File: src/rtl/ts_pkg.sv
package ts_pkg;

    typedef enum logic [1:0] {
        ST_OFF  = 2'd0,
        ST_RUN  = 2'd1,
        ST_WAIT = 2'd2
    } ts_state_e;

    localparam int PRE_W = 6;

    // last prescaler phase for each select code (ratio minus one)
    function automatic logic [PRE_W-1:0] prescale_last(input logic [1:0] sel);
        logic [PRE_W-1:0] r;
        unique case (sel)
            2'b00:   r = 6'd0;
            2'b01:   r = 6'd3;
            2'b10:   r = 6'd15;
            default: r = 6'd63;
        endcase
        return r;
    endfunction

endpackage

File: src/rtl/ts_prescaler.sv
module ts_prescaler
    import ts_pkg::*;
(
    input  logic       clk,
    input  logic       rst_n,
    input  logic       clear,
    input  logic       run,
    input  logic [1:0] sel,
    output logic       tick
);

    logic [PRE_W-1:0] phase;
    logic [PRE_W-1:0] last;

    assign last = prescale_last(sel);
    assign tick = run && (phase >= last);

    always_ff @(posedge clk or negedge rst_n) begin
        if (!rst_n) begin
            phase <= '0;
        end else if (clear) begin
            phase <= '0;
        end else if (run) begin
            phase <= tick ? '0 : phase + 1'b1;
        end
    end

endmodule

File: src/rtl/ts_delta_counter.sv
module ts_delta_counter #(
    parameter int CNT_W = 21
) (
    input  logic             clk,
    input  logic             rst_n,
    input  logic             clear,
    input  logic             tick,
    output logic [CNT_W-1:0] acc_next,
    output logic             wrap,
    output logic             wrapped_seen
);

    logic [CNT_W-1:0] acc;

    assign acc_next = acc + {{(CNT_W-1){1'b0}}, tick};
    assign wrap     = tick && (&acc);

    always_ff @(posedge clk or negedge rst_n) begin
        if (!rst_n) begin
            acc          <= '0;
            wrapped_seen <= 1'b0;
        end else if (clear) begin
            acc          <= '0;
            wrapped_seen <= 1'b0;
        end else begin
            acc          <= acc_next;
            wrapped_seen <= wrapped_seen | wrap;
        end
    end

endmodule

File: src/rtl/ts_idle_timer.sv
module ts_idle_timer #(
    parameter int LIMIT = 2000000
) (
    input  logic clk,
    input  logic rst_n,
    input  logic enable,
    input  logic activity,
    output logic fire
);

    localparam int IW = $clog2(LIMIT + 1);

    logic [IW-1:0] quiet;

    assign fire = enable && !activity && (quiet == IW'(LIMIT - 1));

    always_ff @(posedge clk or negedge rst_n) begin
        if (!rst_n) begin
            quiet <= '0;
        end else if (!enable || activity || fire) begin
            quiet <= '0;
        end else begin
            quiet <= quiet + 1'b1;
        end
    end

endmodule

File: src/rtl/trace_delta_timestamp.sv
module trace_delta_timestamp
    import ts_pkg::*;
#(
    parameter int CNT_W      = 21,
    parameter int IDLE_LIMIT = 2000000
) (
    input  logic             clk,
    input  logic             rst_n,
    input  logic             ts_en,
    input  logic [1:0]       prescale_sel,
    input  logic             async_mode,
    input  logic             pkt_wr,
    input  logic             line_idle,
    input  logic             ts_ready,
    output logic             ts_valid,
    output logic [CNT_W-1:0] ts_value,
    output logic             ts_ovf
);

    ts_state_e        state, state_nx;
    logic             active, hold_line, run_cnt, clear_cnt;
    logic             tick, wrap, wrapped_seen, idle_fire;
    logic [CNT_W-1:0] acc_next;
    logic             nonzero, trig, pend, capture;
    logic [CNT_W-1:0] out_value;
    logic             out_ovf;

    assign active    = ts_en && (state != ST_OFF);
    assign hold_line = async_mode && line_idle;
    assign run_cnt   = active && !hold_line;
    assign nonzero   = (acc_next != '0) || wrap || wrapped_seen;
    assign trig      = active && (wrap || idle_fire || (pkt_wr && nonzero && !hold_line));
    assign capture   = ((state == ST_RUN) && trig) ||
                       ((state == ST_WAIT) && ts_en && ts_ready && (pend || trig));
    assign clear_cnt = !active || capture || hold_line;

    ts_prescaler u_pre (
        .clk   (clk),
        .rst_n (rst_n),
        .clear (clear_cnt),
        .run   (run_cnt),
        .sel   (prescale_sel),
        .tick  (tick)
    );

    ts_delta_counter #(.CNT_W(CNT_W)) u_cnt (
        .clk          (clk),
        .rst_n        (rst_n),
        .clear        (clear_cnt),
        .tick         (tick),
        .acc_next     (acc_next),
        .wrap         (wrap),
        .wrapped_seen (wrapped_seen)
    );

    ts_idle_timer #(.LIMIT(IDLE_LIMIT)) u_idle (
        .clk      (clk),
        .rst_n    (rst_n),
        .enable   (active && !async_mode),
        .activity (pkt_wr),
        .fire     (idle_fire)
    );

    // next-state decode
    always_comb begin
        state_nx = state;
        unique case (state)
            ST_OFF:  if (ts_en) state_nx = ST_RUN;
            ST_RUN: begin
                if (!ts_en)    state_nx = ST_OFF;
                else if (trig) state_nx = ST_WAIT;
            end
            ST_WAIT: begin
                if (!ts_en)                          state_nx = ST_OFF;
                else if (ts_ready && !(pend || trig)) state_nx = ST_RUN;
            end
            default: state_nx = ST_OFF;
        endcase
    end

    // state register
    always_ff @(posedge clk or negedge rst_n) begin
        if (!rst_n) state <= ST_OFF;
        else        state <= state_nx;
    end

    // output and pending-trigger registers
    always_ff @(posedge clk or negedge rst_n) begin
        if (!rst_n) begin
            out_value <= '0;
            out_ovf   <= 1'b0;
            pend      <= 1'b0;
        end else begin
            if (capture) begin
                out_value <= acc_next;
                out_ovf   <= wrap || wrapped_seen;
            end
            if (!active || capture)              pend <= 1'b0;
            else if ((state == ST_WAIT) && trig) pend <= 1'b1;
        end
    end

    assign ts_valid = (state == ST_WAIT);
    assign ts_value = out_value;
    assign ts_ovf   = out_ovf;

endmodule

File: config.mk
export PLATFORM = sky130hd
export DESIGN_NAME = trace_delta_timestamp
export DESIGN_NICKNAME = d
export VERILOG_FILES = /design/src/rtl/ts_pkg.sv /design/src/rtl/ts_prescaler.sv /design/src/rtl/ts_delta_counter.sv /design/src/rtl/ts_idle_timer.sv /design/src/rtl/trace_delta_timestamp.sv
export SDC_FILE = /design/constraint.sdc
export NUM_CORES = 1
export LEC_CHECK = 0
export ABC_CLOCK_PERIOD_IN_PS = 4100
export BUFFER_PORTS_ARGS = -buffer_cell sky130_fd_sc_hd__buf_2
export CORE_ASPECT_RATIO = 0.8
export CORE_MARGIN = 5
export CORE_UTILIZATION = 50
export CTS_CLUSTER_DIAMETER = 150
export CTS_CLUSTER_SIZE = 25
export DETAILED_ROUTE_END_ITERATION = 10
export PLACE_DENSITY = 0.72
export SLEW_MARGIN = 20
export SYNTH_ARGS = -nofsm -noshare
export SYNTH_HDL_FRONTEND = slang
export SYNTH_HIERARCHICAL = 1
export SYNTH_SLANG_ARGS = --single-unit
export TNS_END_PERCENT = 30
File: constraint.sdc
create_clock -name clk -period 4.1 [get_ports clk]
set_input_delay 0.615 -clock clk [delete_from_list [all_inputs] [get_ports clk]]
set_output_delay 0.615 -clock clk [all_outputs]
set_load 0.1 [all_outputs]
* Word level (Yosys, flattened, before mapping)
Cells that the tools add are included.
** Operators by class
- Reduce and logical (&&, ||, !) cells :: 42
- Magnitude comparators :: 1
- Multiplexer cells :: 15
- Multiply operators :: 0
- Divide/modulo/power cells :: 0
- Shift operators :: 0
- Add/subtract/negate cells :: 3
- Equality and inequality tests :: 8
- Bitwise operators :: 1
** Operators with widths (number)
- $mux W21 :: 2
- $add A21 B1 Y21 :: 1
- $add A21 B1 Y21 const B :: 1
- $eq A21 B21 Y1 const B :: 1
- $reduce_and A21 Y1 :: 1
- $reduce_bool A21 Y1 :: 1
- $mux W6 :: 3
- $pmux W6 S3 :: 1
- $logic_and A1 B1 Y1 :: 17
- $logic_or A1 B1 Y1 :: 11
- $mux W2 :: 5
- $add A6 B1 Y6 const B :: 1
- $ge A6 B6 Y1 :: 1
- $logic_not A1 Y1 :: 6
- $pmux W2 S3 :: 1
- $reduce_bool A2 Y1 :: 3
- $eq A2 B1 Y1 const B :: 2
- $eq A2 B2 Y1 const B :: 2
- $logic_not A2 Y1 :: 2
- $mux W1 :: 3
- $ne A3 B2 Y1 const B :: 1
- $ne A3 B3 Y1 const B :: 1
- $reduce_and A3 Y1 :: 1
- $ne A2 B2 Y1 const B :: 1
- $or A1 B1 Y1 :: 1
** Storage, ports and cells
- Memories :: 0
- Bits of input ports :: 9
- Memory bits (writable) :: 0
- Bits in latches :: 0
- Memory bits (read-only) :: 0
- Register bits after elaboration :: 74
- Output and inout port bits :: 23
- Word-level logic and storage cells :: 78

* Longest topological paths before layout
- Depth after elaboration :: 18
- Gate-level depth with buffers :: 23
- Gate-level depth less buffers :: 22

* By module
The synthesis kept the hierarchy.
** Modules (own cells, without submodules)
- ts_delta_counter :: area each 1255.0 um2, instances 1, seq. area each 550.5 um2, cells an instance 122
- trace_delta_timestamp :: area each 1204.9 um2, instances 1, seq. area each 625.6 um2, cells an instance 100
- ts_idle_timer :: area each 1094.8 um2, instances 1, seq. area each 525.5 um2, cells an instance 107
- ts_prescaler :: area each 486.7 um2, instances 1, seq. area each 150.1 um2, cells an instance 53

* Worst setup path before layout
No wires, ideal clock.
- Path kind :: input to register
- Start :: input prescale_sel[1]
- End :: register u_pre.phase[5]
- Setup time :: 0.079 ns
- Required time :: 4.021 ns
- Arrival :: 4.527 ns
- Buffers on the path :: 1
- Slack :: -0.507 ns
- Stages :: 22
- Path through :: or2_2 ha_1 nor3b_1 nor2_1 a21oi_1 nor2b_1 ha_1 ha_1 nand3_2 nor3_4 nand2_1 xnor2_1 nor4_1 nand2_1 nor2_1 a31o_4 clkbuf_1 nand2_1 nand2b_1 a211oi_4 nand4_1 mux2i_1
** On the way
- Longest elaborated chain between the ends :: 18
- Elaborated cells on any way between the ends :: 26
- Classes of those cells :: 1 x add/sub; 1 x order compare; 2 x eq/ne; 4 x mux; 18 x reduce/logical
** Ends and longest elaborated chain
- start, declared :: line trace_delta_timestamp.sv:10 : input logic [1:0] prescale_sel,
- $eq A2 B2 Y1, or another cell as far along :: line ts_pkg.sv:14 : unique case (sel)
- $pmux W6 S3 * :: line ts_pkg.sv:14
- $ge A6 B6 Y1 * :: line ts_prescaler.sv:16 : assign tick = run && (phase >= last);
- $logic_and A1 B1 Y1 * :: line ts_prescaler.sv:16
- named net tick :: line trace_delta_timestamp.sv:22 : logic tick, wrap, wrapped_seen, idle_fire;
- $add A21 B1 Y21 * :: line ts_delta_counter.sv:15 : assign acc_next = acc + {{(CNT_W-1){1'b0}}, tick};
- named net acc_next[12] :: line trace_delta_timestamp.sv:23 : logic [CNT_W-1:0] acc_next;
- $reduce_bool A21 Y1 * :: line trace_delta_timestamp.sv:31 : assign nonzero = (acc_next != '0) || wrap || wrapped_seen;
- [4 not listed]
- $logic_or A1 B1 Y1 * :: line trace_delta_timestamp.sv:32 : assign trig = active && (wrap || idle_fire || (pkt_wr && nonzero && !hold_line));
- $logic_and A1 B1 Y1 * :: line trace_delta_timestamp.sv:32
- $logic_or A1 B1 Y1 :: line trace_delta_timestamp.sv:34 : ((state == ST_WAIT) && ts_en && ts_ready && (pend || trig));
- $logic_and A1 B1 Y1 :: line trace_delta_timestamp.sv:34
- $logic_or A1 B1 Y1 * :: line trace_delta_timestamp.sv:33 : assign capture = ((state == ST_RUN) && trig) ||
- $logic_or A1 B1 Y1 * (2 in a row) :: line trace_delta_timestamp.sv:35 : assign clear_cnt = !active || capture || hold_line;
- named net clear_cnt :: line trace_delta_timestamp.sv:21 : logic active, hold_line, run_cnt, clear_cnt;
- $mux W6 or $reduce_bool A2 Y1 (tied branches)
- end signal, assigned :: line ts_prescaler.sv:24 : phase <= tick ? '0 : phase + 1'b1;
- end, declared :: line ts_prescaler.sv:12 : logic [PRE_W-1:0] phase;
The timed path passes the listed nets; every way through them passes the cells marked *. The select of a mux whose other input is x is not followed.
A chain may end at the register's enable or synchronous reset.

* Worst setup path after layout
Ends and elaborated chain as after synthesis.

==> flow_results.org <==
** Run status
- Result of the run :: completed

** Worst setup path
- The worst setup path is of the in -> reg kind.
- The number of buffers and inverters on the critical path is 4.
- In this run the worst path has a maximum fanout of 7.
- STA classifies the critical path startpoint as an input pin.
- Master of the slowest instance on the critical path :: sky130_fd_sc_hd__nor4_1
- The largest single stage delay on the critical path is 0.29 ns.
- The cell family contributing the most delay on the critical path is simple AND/OR/NAND/NOR gates.
- For the worst setup path, the data required time is approximately 4.4 ns.
- The worst setup path is captured at a flip-flop.
- The cell that appears most often on the critical path is sky130_fd_sc_hd__buf_4.
- Crit path arrival time :: 4.14 ns
- The critical path goes through buf_2 > or2_4 > ha_1 > nor3b_1 > nor2_2 > a21oi_2 > nor2b_2 > ha_4 > ha_4 > nand3_4 > buf_4 > buf_4 > xnor2_1 > nor4_1 > buf_4 > and2_1 > a31o_4 > nand2_4 > nand2b_4 > a211oi_4 > nand4_1 > mux2i_1.

** Floorplan
- In this run the horizontal extent of the chip is 111 um.
- Core Box Area :: 7910 um2
- The die covers between 9000 and 10000 um2.
- 32 I/O pins were placed.
- For this configuration, the core starts out at a cell density of 51.1%.
- After floorplanning, the core was divided into 29 placement rows.
- Die height :: about 90 um

** Placed design
- Number of placed instances with taps included :: between 500 and 600
- Input and output buffers added on the ports amount to 31.
- The HPWL after detailed placement is 6440 um.
- Final RePlAce weighted congestion :: 0.882

** Power
- In this run the static leakage power is between 0.002 and 0.0025 uW.
- Power spread over the standard cell area amounts to 284 nW/um2.
- Max IR drop VDD :: 0.176 mV
- Summing internal, switching and leakage power gives 1410 uW.

** Finish
- The final layout contains roughly 480 nets.
- Fraction of final layout cells sized beyond drive strength 1 :: about 34%
- # diodes :: 0
- Non-filler instance count after layout :: 579
- From synthesis to final layout, the design area changed by 22.8%.

** Global routing
- Across every metal layer, demand over resource in global routing totals between 15 and 20%.
- Via count of the first global-routing pass :: 3222
- Largest net degree at the start of global routing :: 75
- Total global routing overflow :: 0
- The first global-routing pass estimated between 15000 and 20000 um of wire.
- Antenna violations before repair :: 0

** Synth
- Counting flops and latches in the post-synthesis netlist gives between 70 and 80.
- FFs w/ async S/R, synth :: 100%
- Cell area after synthesis :: 4040 um2
- Synthesis produced 382 cells.
- Counting flops with a built-in enable in the synthesized netlist gives 0.
- When the netlist entered floorplanning its net count stood at 399.
- Library cell occupying the most area in the post-synthesis netlist :: sky130_fd_sc_hd__dfrtp_1
- Largest cells by area after synthesis :: sky130_fd_sc_hd__dfrtp_1 46%, sky130_fd_sc_hd__xor2_1 3.7%, sky130_fd_sc_hd__nor2_1 3.4%, sky130_fd_sc_hd__nor2b_1 3.4%, sky130_fd_sc_hd__mux2_4 3.3%
- Average cell area after synthesis :: 10.6 um2
- Register area share after synthesis :: between 40% and 50%
- Share of the synthesized area in the top cell type :: 45.8%
- In this run, distinct cell masters in the synthesized netlist total 64.
- For this run, the leading register cell type out of synthesis is sky130_fd_sc_hd__dfrtp_1.
- Synth Warn # :: 6

** Drt
- The first detailed-routing pass ran for 4 iterations.
- Count of nets left with antenna violations after detail routing :: 0
- After detailed routing, the number of remaining DRC violations is 0.
- Across all layers, the routed design uses 3197 vias.
- Using the TritonRoute via totals, the vias-per-cell ratio works out to 5.52.
- DRC violation total after the first TritonRoute iteration :: 135
- Final wirelength :: 8910 um
- In the final routed layout, each cell accounts on average for 15.4 um.

** Clocking
- CTS Buffer Depth :: 2
- Number of buffers created by CTS :: 9
- Clock latency on the worst-skew pair, taken at its later pin, is ~0.36 ns.
- Post-CTS clock slew at the launch and capture registers of the worst setup and hold paths :: about 0.09 ns
- Clock Root Buffer :: sky130_fd_sc_hd__clkbuf_8
- Hold repair after CTS inserted 0 buffers.
- Clock Sinks :: 74
- TritonCTS built the clock tree.
- CTS built an H-tree with a depth of 3.

** Timing
- Period Utilization, post-route :: 94.3%
- The final-report hold violation count was 0.
- Tightest slew margin relative to the limit :: 39.1%
- For the pin with the worst max-slew slack, the measured transition is 0.914 ns.
- The number of pins with negative max-slew slack in the final report was 0.
- Setup Skew :: 0.0135 ns
- The routed design could run at a clock period as short as 3.86 ns.
- Timing would allow up to 259 MHz.
- Setup violations remaining at the end of the flow were counted as 0.

** Hold path
- Worst min path class :: in -> async

** Run
- The tool flagged a number of max-cap violations equal to 0.
## through the flow
stage / util (%) / hold WS (ns) / setup slack [ns] / instance area [um2] / setup TNS, ns
5_1_grt: 62.7 / 0.449 / -0.00909 / 4960 / -0.00909
2_1_floorplan: - / 0.319 / -0.0444 / 4120 / -0.0460
4_1_cts: 62.2 / 0.427 / 0.0882 / 4920 / 0
3_3_place_gp: 59.5 / 0.481 / -0.123 / 4710 / -1.02
3_5_place_dp: 59.5 / 0.475 / -0.264 / 4710 / -3.93
6_report: 62.7 / 0.390 / 0.235 / 4960 / 0
## synthesized netlist by cell type (all sizes together), types with 2 or more instances
library cell	count
dfrtp	74
nor2	37
nand2	26
nor2b	23
nand3	20
mux2	19
a21oi	17
xor2	17
o21ai	15
nand4	12
xnor2	12
a22o	11
inv	10
nor3	10
nor4	9
ha	8
or3	7
and3	5
buf	5
and4	4
clkbuf	4
nand2b	4
o31ai	4
or4	4
and2	3
a21boi	2
a31o	2
o211ai	2
or2	2
## where the power goes
part           internal (uW)  switching (uW)  total [uW]
registers                732            3.30         735
logic                   22.8            52.7        75.5
clock network            316             282         598
total                   1070             338        1410
## flip-flops by register name (all words and copies together), names as in the netlist
name,flops
u_cnt/acc,21
u_pre/phase,6
ts_ovf,1
state,2
u_cnt/wrapped_seen,1
ts_value,21
pend,1
u_idle/quiet,21
## cells in the final DEF (no fill, tap or decap), types with 3 or more instances in the layout
master,n
sky130_fd_sc_hd__nand4_1,8
sky130_fd_sc_hd__xor2_1,17
sky130_fd_sc_hd__ha_1,5
sky130_fd_sc_hd__nor2_1,35
sky130_fd_sc_hd__nor4_1,5
sky130_fd_sc_hd__a22o_1,10
sky130_fd_sc_hd__mux2_1,6
sky130_fd_sc_hd__nand2_2,3
sky130_fd_sc_hd__a21oi_1,15
sky130_fd_sc_hd__and2_1,3
sky130_fd_sc_hd__nand2_1,22
sky130_fd_sc_hd__mux2_4,9
sky130_fd_sc_hd__nor4_2,4
sky130_fd_sc_hd__o21ai_0,14
sky130_fd_sc_hd__o31ai_1,4
sky130_fd_sc_hd__and3_1,5
sky130_fd_sc_hd__or3_1,6
sky130_fd_sc_hd__ha_4,3
sky130_fd_sc_hd__inv_1,8
sky130_fd_sc_hd__nor2b_1,21
sky130_fd_sc_hd__dfrtp_1,74
sky130_fd_sc_hd__xnor2_1,12
sky130_fd_sc_hd__nand3_1,17
sky130_fd_sc_hd__clkinvlp_4,3
sky130_fd_sc_hd__nand2b_1,3
sky130_fd_sc_hd__clkbuf_8,11
sky130_fd_sc_hd__nor3_1,7
sky130_fd_sc_hd__buf_2,30
sky130_fd_sc_hd__buf_4,52
sky130_fd_sc_hd__mux2_2,4
## what timing repair did
item                       in CTS  in global routing
resized for setup               0                  7
buffers inserted                0                  1
setup endpoints to repair       0                  8
## kinds of logic after synthesis
kind of cell               share of synthesized area, %
AOI/OAI and AO/OA                                  11.5
xor gates and xnor gates                           6.28
adders and majority gates                          2.48
buffers and inverters                              2.51
DFF                                                45.8
muxes                                              6.38
and+or+nand+nor                                    25.1
## cell type report
| type | count | area [um2] |
|---|---|---|
| fill | 691 | 2950 |
| multi-input combinational | 289 | 2180 |
| sequential | 74 | 1850 |
| timing repair buffer | 82 | 541 |
| clock buffer | 11 | 151 |
| tap | 108 | 135 |
| clock inverter | 5 | 61.3 |
| inverter | 10 | 37.5 |
## worst paths after layout
path / start / end / slack, ns / cells past startpoint
hold reg to reg: u_pre/phase[5] / u_pre/phase[5] / 0.48 / 1
min in group clk: u_pre/phase[5] / u_pre/phase[5] / 0.48 / 1
hold / removal: rst_n / u_idle/quiet[13] / 0.39 / 1
setup / recovery: prescale_sel[1] / u_pre/phase[5] / 0.24 / 22
max in group asynchronous: rst_n / u_cnt/acc[7] / 3.11 / 1
setup reg to reg: u_pre/phase[4] / u_pre/phase[5] / 0.32 / 20
## per-layer routing
layer  GRT usage [%]  vias up  wire length (um)
li1                -     1541                 -
met1            24.7     1597              4190
met2            29.9       48              4300
met3            4.82       11               310
met4            4.92        0               114
met5               0        -                 0
Note: power is estimated with default switching activity, not from simulation.
